`src/rtl/tpose_pkg.sv`:
```
// Shared types for the column-to-row band transposer.
// Assumes nothing beyond a single clock domain.
package tpose_pkg;

    // Band tag carried with each output pair
    typedef enum logic {
        BAND_LO = 1'b0,
        BAND_HI = 1'b1
    } band_e;

    // Two-bit phase: high-band output owed, odd column expected
    typedef struct packed {
        logic hi_due;
        logic odd_col;
    } phase_t;

endpackage

```
`src/rtl/tpose_phase_seq.sv`:
```
// Phase sequencer: tracks which column of a pair is expected and whether a
// high-band output is owed, and turns that into register loads and selects.
// Assumes line_start may arrive in any cycle, with or without in_valid.
module tpose_phase_seq
    import tpose_pkg::*;
(
    input  logic   clk,
    input  logic   rst_n,
    input  logic   line_start,
    input  logic   in_valid,
    output logic   load_even,
    output logic   load_odd,
    output logic   emit_lo,
    output logic   emit_hi
);

    phase_t phase_q;
    phase_t phase_d;

    // Decode loads and emissions from the current phase
    always_comb begin
        load_even = in_valid && (line_start || !phase_q.odd_col);
        load_odd  = in_valid && !line_start && phase_q.odd_col;
        emit_lo   = load_odd;
        emit_hi   = phase_q.hi_due && !line_start;
    end

    // Next phase: toggle on accepted pairs, clear on restart
    always_comb begin
        phase_d = phase_q;
        if (line_start) begin
            phase_d.odd_col = 1'b0;
        end
        if (load_even) begin
            phase_d.odd_col = 1'b1;
        end else if (load_odd) begin
            phase_d.odd_col = 1'b0;
        end
        phase_d.hi_due = load_odd;
    end

    // Phase register with synchronous reset
    always_ff @(posedge clk) begin
        if (!rst_n) begin
            phase_q <= '0;
        end else begin
            phase_q <= phase_d;
        end
    end

    // an owed high-band cycle always lands on an even-column slot
    a_r4_hi_on_even_slot: assert property (@(posedge clk) disable iff (!rst_n)
        phase_q.hi_due |-> !phase_q.odd_col);

    // an idle cycle without restart leaves the column phase unchanged
    a_r5_idle_holds_phase: assert property (@(posedge clk) disable iff (!rst_n)
        (!in_valid && !line_start) |=> (phase_q.odd_col == $past(phase_q.odd_col)));

endmodule

```
`src/rtl/tpose_hold_regs.sv`:
```
// Three-register store: low and high samples of the even column, and the
// high sample of the odd column. The odd low sample is used straight away.
// Assumes at most one of load_even / load_odd is high in a cycle.
module tpose_hold_regs #(
    parameter int DATA_W = 16
) (
    input  logic              clk,
    input  logic              rst_n,
    input  logic              load_even,
    input  logic              load_odd,
    input  logic [DATA_W-1:0] in_lo,
    input  logic [DATA_W-1:0] in_hi,
    output logic [DATA_W-1:0] even_lo_q,
    output logic [DATA_W-1:0] even_hi_q,
    output logic [DATA_W-1:0] odd_hi_q
);

    // Capture both bands of the even column
    always_ff @(posedge clk) begin
        if (!rst_n) begin
            even_lo_q <= '0;
            even_hi_q <= '0;
        end else if (load_even) begin
            even_lo_q <= in_lo;
            even_hi_q <= in_hi;
        end
    end

    // Capture the odd column's high band for the following cycle
    always_ff @(posedge clk) begin
        if (!rst_n) begin
            odd_hi_q <= '0;
        end else if (load_odd) begin
            odd_hi_q <= in_hi;
        end
    end

    // the even store changes only when an even pair is loaded
    a_r5_even_store_stable: assert property (@(posedge clk) disable iff (!rst_n)
        !load_even |=> $stable(even_lo_q) && $stable(even_hi_q));

endmodule

```
`src/rtl/tpose_out_stage.sv`:
```
// Output stage: two selectors choose the even and odd samples for the
// band being emitted, followed by one output register.
// Assumes emit_lo and emit_hi are never high together.
module tpose_out_stage
    import tpose_pkg::*;
#(
    parameter int DATA_W = 16
) (
    input  logic              clk,
    input  logic              rst_n,
    input  logic              emit_lo,
    input  logic              emit_hi,
    input  logic [DATA_W-1:0] in_lo,
    input  logic [DATA_W-1:0] even_lo_q,
    input  logic [DATA_W-1:0] even_hi_q,
    input  logic [DATA_W-1:0] odd_hi_q,
    output logic              out_valid,
    output logic              out_band,
    output logic [DATA_W-1:0] out_even,
    output logic [DATA_W-1:0] out_odd
);

    logic [DATA_W-1:0] sel_even;
    logic [DATA_W-1:0] sel_odd;

    // Selectors: low band takes the live odd sample, high band the stored one
    always_comb begin
        sel_even = emit_hi ? even_hi_q : even_lo_q;
        sel_odd  = emit_hi ? odd_hi_q  : in_lo;
    end

    // Output register; data holds when nothing is emitted
    always_ff @(posedge clk) begin
        if (!rst_n) begin
            out_valid <= 1'b0;
            out_band  <= BAND_LO;
            out_even  <= '0;
            out_odd   <= '0;
        end else begin
            out_valid <= emit_lo || emit_hi;
            if (emit_lo || emit_hi) begin
                out_band <= emit_hi ? BAND_HI : BAND_LO;
                out_even <= sel_even;
                out_odd  <= sel_odd;
            end
        end
    end

    // a high-band output is always preceded by a low-band output
    a_r7_hi_after_lo: assert property (@(posedge clk) disable iff (!rst_n)
        (out_valid && out_band) |-> ($past(out_valid) && !$past(out_band)));

endmodule

```
`src/rtl/tpose_reorder.sv`:
```
// Column-to-row band transposer top. Converts alternating-column (low, high)
// pairs into same-band (even, odd) pairs for the row stage.
// Assumes the column stage alternates even and odd columns within a line.
module tpose_reorder #(
    parameter int DATA_W = 16
) (
    input  logic              clk,
    input  logic              rst_n,
    input  logic              line_start,
    input  logic              in_valid,
    input  logic [DATA_W-1:0] in_lo,
    input  logic [DATA_W-1:0] in_hi,
    output logic              out_valid,
    output logic              out_band,
    output logic [DATA_W-1:0] out_even,
    output logic [DATA_W-1:0] out_odd
);

    logic              load_even;
    logic              load_odd;
    logic              emit_lo;
    logic              emit_hi;
    logic [DATA_W-1:0] even_lo_q;
    logic [DATA_W-1:0] even_hi_q;
    logic [DATA_W-1:0] odd_hi_q;

    tpose_phase_seq u_seq (
        .clk        (clk),
        .rst_n      (rst_n),
        .line_start (line_start),
        .in_valid   (in_valid),
        .load_even  (load_even),
        .load_odd   (load_odd),
        .emit_lo    (emit_lo),
        .emit_hi    (emit_hi)
    );

    tpose_hold_regs #(.DATA_W(DATA_W)) u_regs (
        .clk        (clk),
        .rst_n      (rst_n),
        .load_even  (load_even),
        .load_odd   (load_odd),
        .in_lo      (in_lo),
        .in_hi      (in_hi),
        .even_lo_q  (even_lo_q),
        .even_hi_q  (even_hi_q),
        .odd_hi_q   (odd_hi_q)
    );

    tpose_out_stage #(.DATA_W(DATA_W)) u_out (
        .clk        (clk),
        .rst_n      (rst_n),
        .emit_lo    (emit_lo),
        .emit_hi    (emit_hi),
        .in_lo      (in_lo),
        .even_lo_q  (even_lo_q),
        .even_hi_q  (even_hi_q),
        .odd_hi_q   (odd_hi_q),
        .out_valid  (out_valid),
        .out_band   (out_band),
        .out_even   (out_even),
        .out_odd    (out_odd)
    );

    // a low-band output is followed by the high band unless restarted
    a_r3_hi_follows_lo: assert property (@(posedge clk) disable iff (!rst_n)
        (out_valid && !out_band && !line_start) |=> (out_valid && out_band));

    // a low-band output needs an accepted pair on the previous edge
    a_r2_lo_needs_input: assert property (@(posedge clk) disable iff (!rst_n)
        (out_valid && !out_band) |-> $past(in_valid));

    // a restart leaves the next cycle without output
    a_r6_restart_quiet: assert property (@(posedge clk) disable iff (!rst_n)
        line_start |=> !out_valid);

endmodule

```
`config.mk`:
```
export PLATFORM = sky130hd
export DESIGN_NAME = tpose_reorder
export DESIGN_NICKNAME = d
export VERILOG_FILES = /design/src/rtl/tpose_pkg.sv /design/src/rtl/tpose_phase_seq.sv /design/src/rtl/tpose_hold_regs.sv /design/src/rtl/tpose_out_stage.sv /design/src/rtl/tpose_reorder.sv
export SDC_FILE = /design/constraint.sdc
export NUM_CORES = 1
export LEC_CHECK = 0
export ABC_AREA = 1
export BUFFER_PORTS_ARGS = -buffer_cell sky130_fd_sc_hd__buf_2
export CORE_ASPECT_RATIO = 2
export CORE_MARGIN = 10
export CORE_UTILIZATION = 35
export CTS_CLUSTER_DIAMETER = 150
export DETAILED_ROUTE_END_ITERATION = 10
export SYNTH_ARGS = -nofsm -noshare
export SYNTH_HDL_FRONTEND = slang
export SYNTH_SLANG_ARGS = --single-unit
```
`constraint.sdc`:
```
create_clock -name clk -period 1.25 [get_ports clk]
set_clock_uncertainty 0.1 [all_clocks]
set_input_delay 0.25 -clock clk [delete_from_list [all_inputs] [get_ports clk]]
set_output_delay 0.25 -clock clk [all_outputs]
set_load 0.005 [all_outputs]
```
==> summary.txt <==
status -> complete, no violations
TritonCTS Buffers -> 9
Sw Share -> 0.2322
routed len/inst -> 13.83 um
Placer Congestion -> 0.8185
Worst VDD drop -> 0.9440 mV
grt ovf -> 0
Worst EP arrival -> 0.86 ns
sequential share of power -> 0.436
register area share after synthesis -> 0.4636
Worst path depth -> 1
drt drc -> 0
Hold Crit Class -> primary input to register
synthesized instance count -> 538
layout cells sized above 1 -> 0.1957
# rows -> 52
worst r2r dst -> u_out.out_odd[7]
number of library cell types mapped by synthesis -> 17
post-synthesis area per instance -> 6.742 sq um
TritonRoute pass-1 iters -> 4
clk_lat worst skew -> 0.34 ns
Synth warnings -> 0
crit path kind -> register to output pin
CTS root buf -> clkbuf_16
setup total negative slack -> 0 ns
Tot GR Track Use -> 0.1369
core area -> 0.01015 sq mm
Worst R2R Start -> u_seq.phase_q[0]
Detail Route Antenna Nets -> 0
Worst Hold End -> u_regs.odd_hi_q[9]
die area -> 0.01508 sq mm
largest family of logic cells by synthesized area -> simple AND/OR/NAND/NOR gates
Comb pwr share -> 0.100
mapped cell area -> 0.003627 sq mm
initial antenna violation count -> 1
setup slack, reg-to-reg -> 0.06 ns
min Tclk post-route -> 1.206 ns
Worst R2R Path Depth -> 6
CTS tree -> done
min-delay src -> in_hi[9]
vias in the first global route -> 3,373
largest net degree at the start of global routing -> 51
Post-Synth Adder-Cell Area -> 0
Hold Vio Cnt, Final -> 0
final period utilization -> 0.9651
PortBufs -> 69
flops & latches, synth -> 84
Vias -> 3,443
Clock Path Buffers -> 2
highest clock rate -> 0.8289 GHz
Clk pin slew, worst setup/hold paths -> 0.06 ns
Die X-Extent -> 91.99 um
CP max stage delay -> 0.38 ns
cell leakage power -> 2.349 nW
Final Power -> 6.653 mW
hold path cells -> 3
Initial Util -> 0.3574
Sw Pwr -> 1.545 mW
MaxCap Viol Count -> 0
CTS H-tree lvls -> 3
max-slew violation count -> 0
crit path max fanout -> 2
Via density -> 4.628
Iteration-0 DRC Markers -> 244
post-synthesis mux area share -> 0
WL final -> 10,290 um
RSZ-0062 raised after global routing -> true
CP endpoint kind -> output pin
Sink Count -> 84
final setup fails -> 0
crit path launch type -> register
Top Family by Delay on Critical Path -> flip-flops
post-synth net total -> 574
Area Growth Syn to Fin -> 25.73%
global-route wire length before repair -> 16,530 um
slew margin rel. -> 0.7762
Synth Area in Compound Gates -> 0.04691
Post-Synth Simple-Gate Area -> 0.3936
post-DP HPWL -> 7479 um
Int Pwr -> 5.108 mW
Power Density -> 1459 mW/mm^2
clock share of power -> 0.463
CP cell instances -> buf_2
CP bufs+invs -> 1
Die Height -> 164.0 um
critical path's slowest cell -> dfxtp_1
xor-xnor portion of the synthesized cell area -> 0
Nets -> 639
Worst Tran Pin Value -> 0.3357 ns
num ports -> 70
Required @ worst endpoint -> 0.90 ns
-- through the flow --
stage,cells,cell area (sq um),util,hold WS [ns],setup slack [ns]
floorplan,538,3627,-,0.2531,0.07998
global placement,727,4189,0.4127,0.3512,-0.1348
detailed placement,727,4189,0.4127,0.3591,-0.1856
CTS,743,4546,0.4479,0.01122,0.00001865
global route,744,4561,0.4493,0.02796,-0.01821
finish,744,4561,0.4493,0.01815,0.04359
-- state kept, by name, indices dropped and copies added (netlist names) --
name and cells:
u_out.out_even 16, u_out.out_odd 16, u_regs.even_hi_q 16, u_regs.even_lo_q 16
u_regs.odd_hi_q 16, u_seq.phase_q 2, u_out.out_band 1, u_out.out_valid 1
-- cell type report --
class | instances | area, sq um
fill | 1095 | 5589
sequential | 84 | 1684
multi-input combinational | 380 | 1600
timing repair buffer | 92 | 616.8
clock buffer | 10 | 239.0
tap | 135 | 168.9
inverter | 36 | 137.6
clock inverter | 6 | 111.4
antenna | 1 | 2.502
-- layout by cell type (no fill, tap or decap) --
cell and count:
nand2_1 131, nor2_1 129, dfxtp_1 82, nand3_1 80, buf_2 69, inv_1 33, o21ai_0 27, buf_4 13
clkbuf_16 9, buf_12 7, o21ai_1 5, nand2_2 3, bufinv_16 3, buf_6 3, inv_2 2, a21oi_1 2
dfxtp_2 2, diode_2 1, nand3_4 1, nor2_4 1, inv_4 1, nor2_2 1, clkinvlp_4 1, clkbuf_8 1
clkinv_4 1, clkinv_2 1
-- repair_timing --
item,4_1_cts,5_1_grt
hold buffers,0,0
setup endpoints to repair,34,31
resized for setup,2,5
buffers inserted,0,0
-- cell usage after synthesis (all sizes together) --
master,instances,area share
dfxtp,84,0.46
buf,26,0.046
clkbuf,12,0.012
o21ai,32,0.044
inv,36,0.037
nor2,131,0.14
nand2,134,0.14
a21oi,2,0.0028
nand3,81,0.12
-- power by group through the flow --
stage | Combinational, mW | Clock, mW | Sequential, mW
final | 0.668 | 3.08 | 2.90
after detailed placement | 0.673 | 0 | 2.96
after global routing | 0.765 | 3.25 | 2.92
after CTS | 0.678 | 3.14 | 2.90
after floorplan | 0.401 | 0 | 2.95
after global placement | 0.664 | 0 | 2.96
-- logic make-up (layout without fill, tap and decap cells) --
family | Yosys count | in the layout
AND/OR/NAND/NOR | 346 | 346
flip-flops | 84 | 84
buffers and inverters | 74 | 144
AO/OA/AOI/OAI | 34 | 34
other | 0 | 1
-- worst max path at each step --
| stage | slack [ns] | start | to |
|---|---|---|---|
| after floorplan | 0.08 | u_seq.phase_q[1] | u_out.out_odd[0] |
| after global placement | -0.13 | line_start | u_regs.even_hi_q[15] |
| after detailed placement | -0.19 | line_start | u_regs.even_hi_q[0] |
| after CTS | 0.00002 | u_seq.phase_q[0] | u_out.out_odd[7] |
| after global routing | -0.02 | u_seq.phase_q[1] | u_out.out_odd[1] |
| final | 0.04 | u_out.out_odd[9] | out_odd[9] |
-- per-layer routing --
| metal | up-vias | global-route usage | share of wire |
|---|---|---|---|
| li1 | 1804 | - | - |
| met1 | 1544 | 0.1446 | 0.40 |
| met2 | 82 | 0.2448 | 0.53 |
| met3 | 13 | 0.03201 | 0.044 |
| met4 | 0 | 0.07052 | 0.019 |
| met5 | - | 0 | 0 |
No activity file was read; power rests on OpenSTA's default activity.
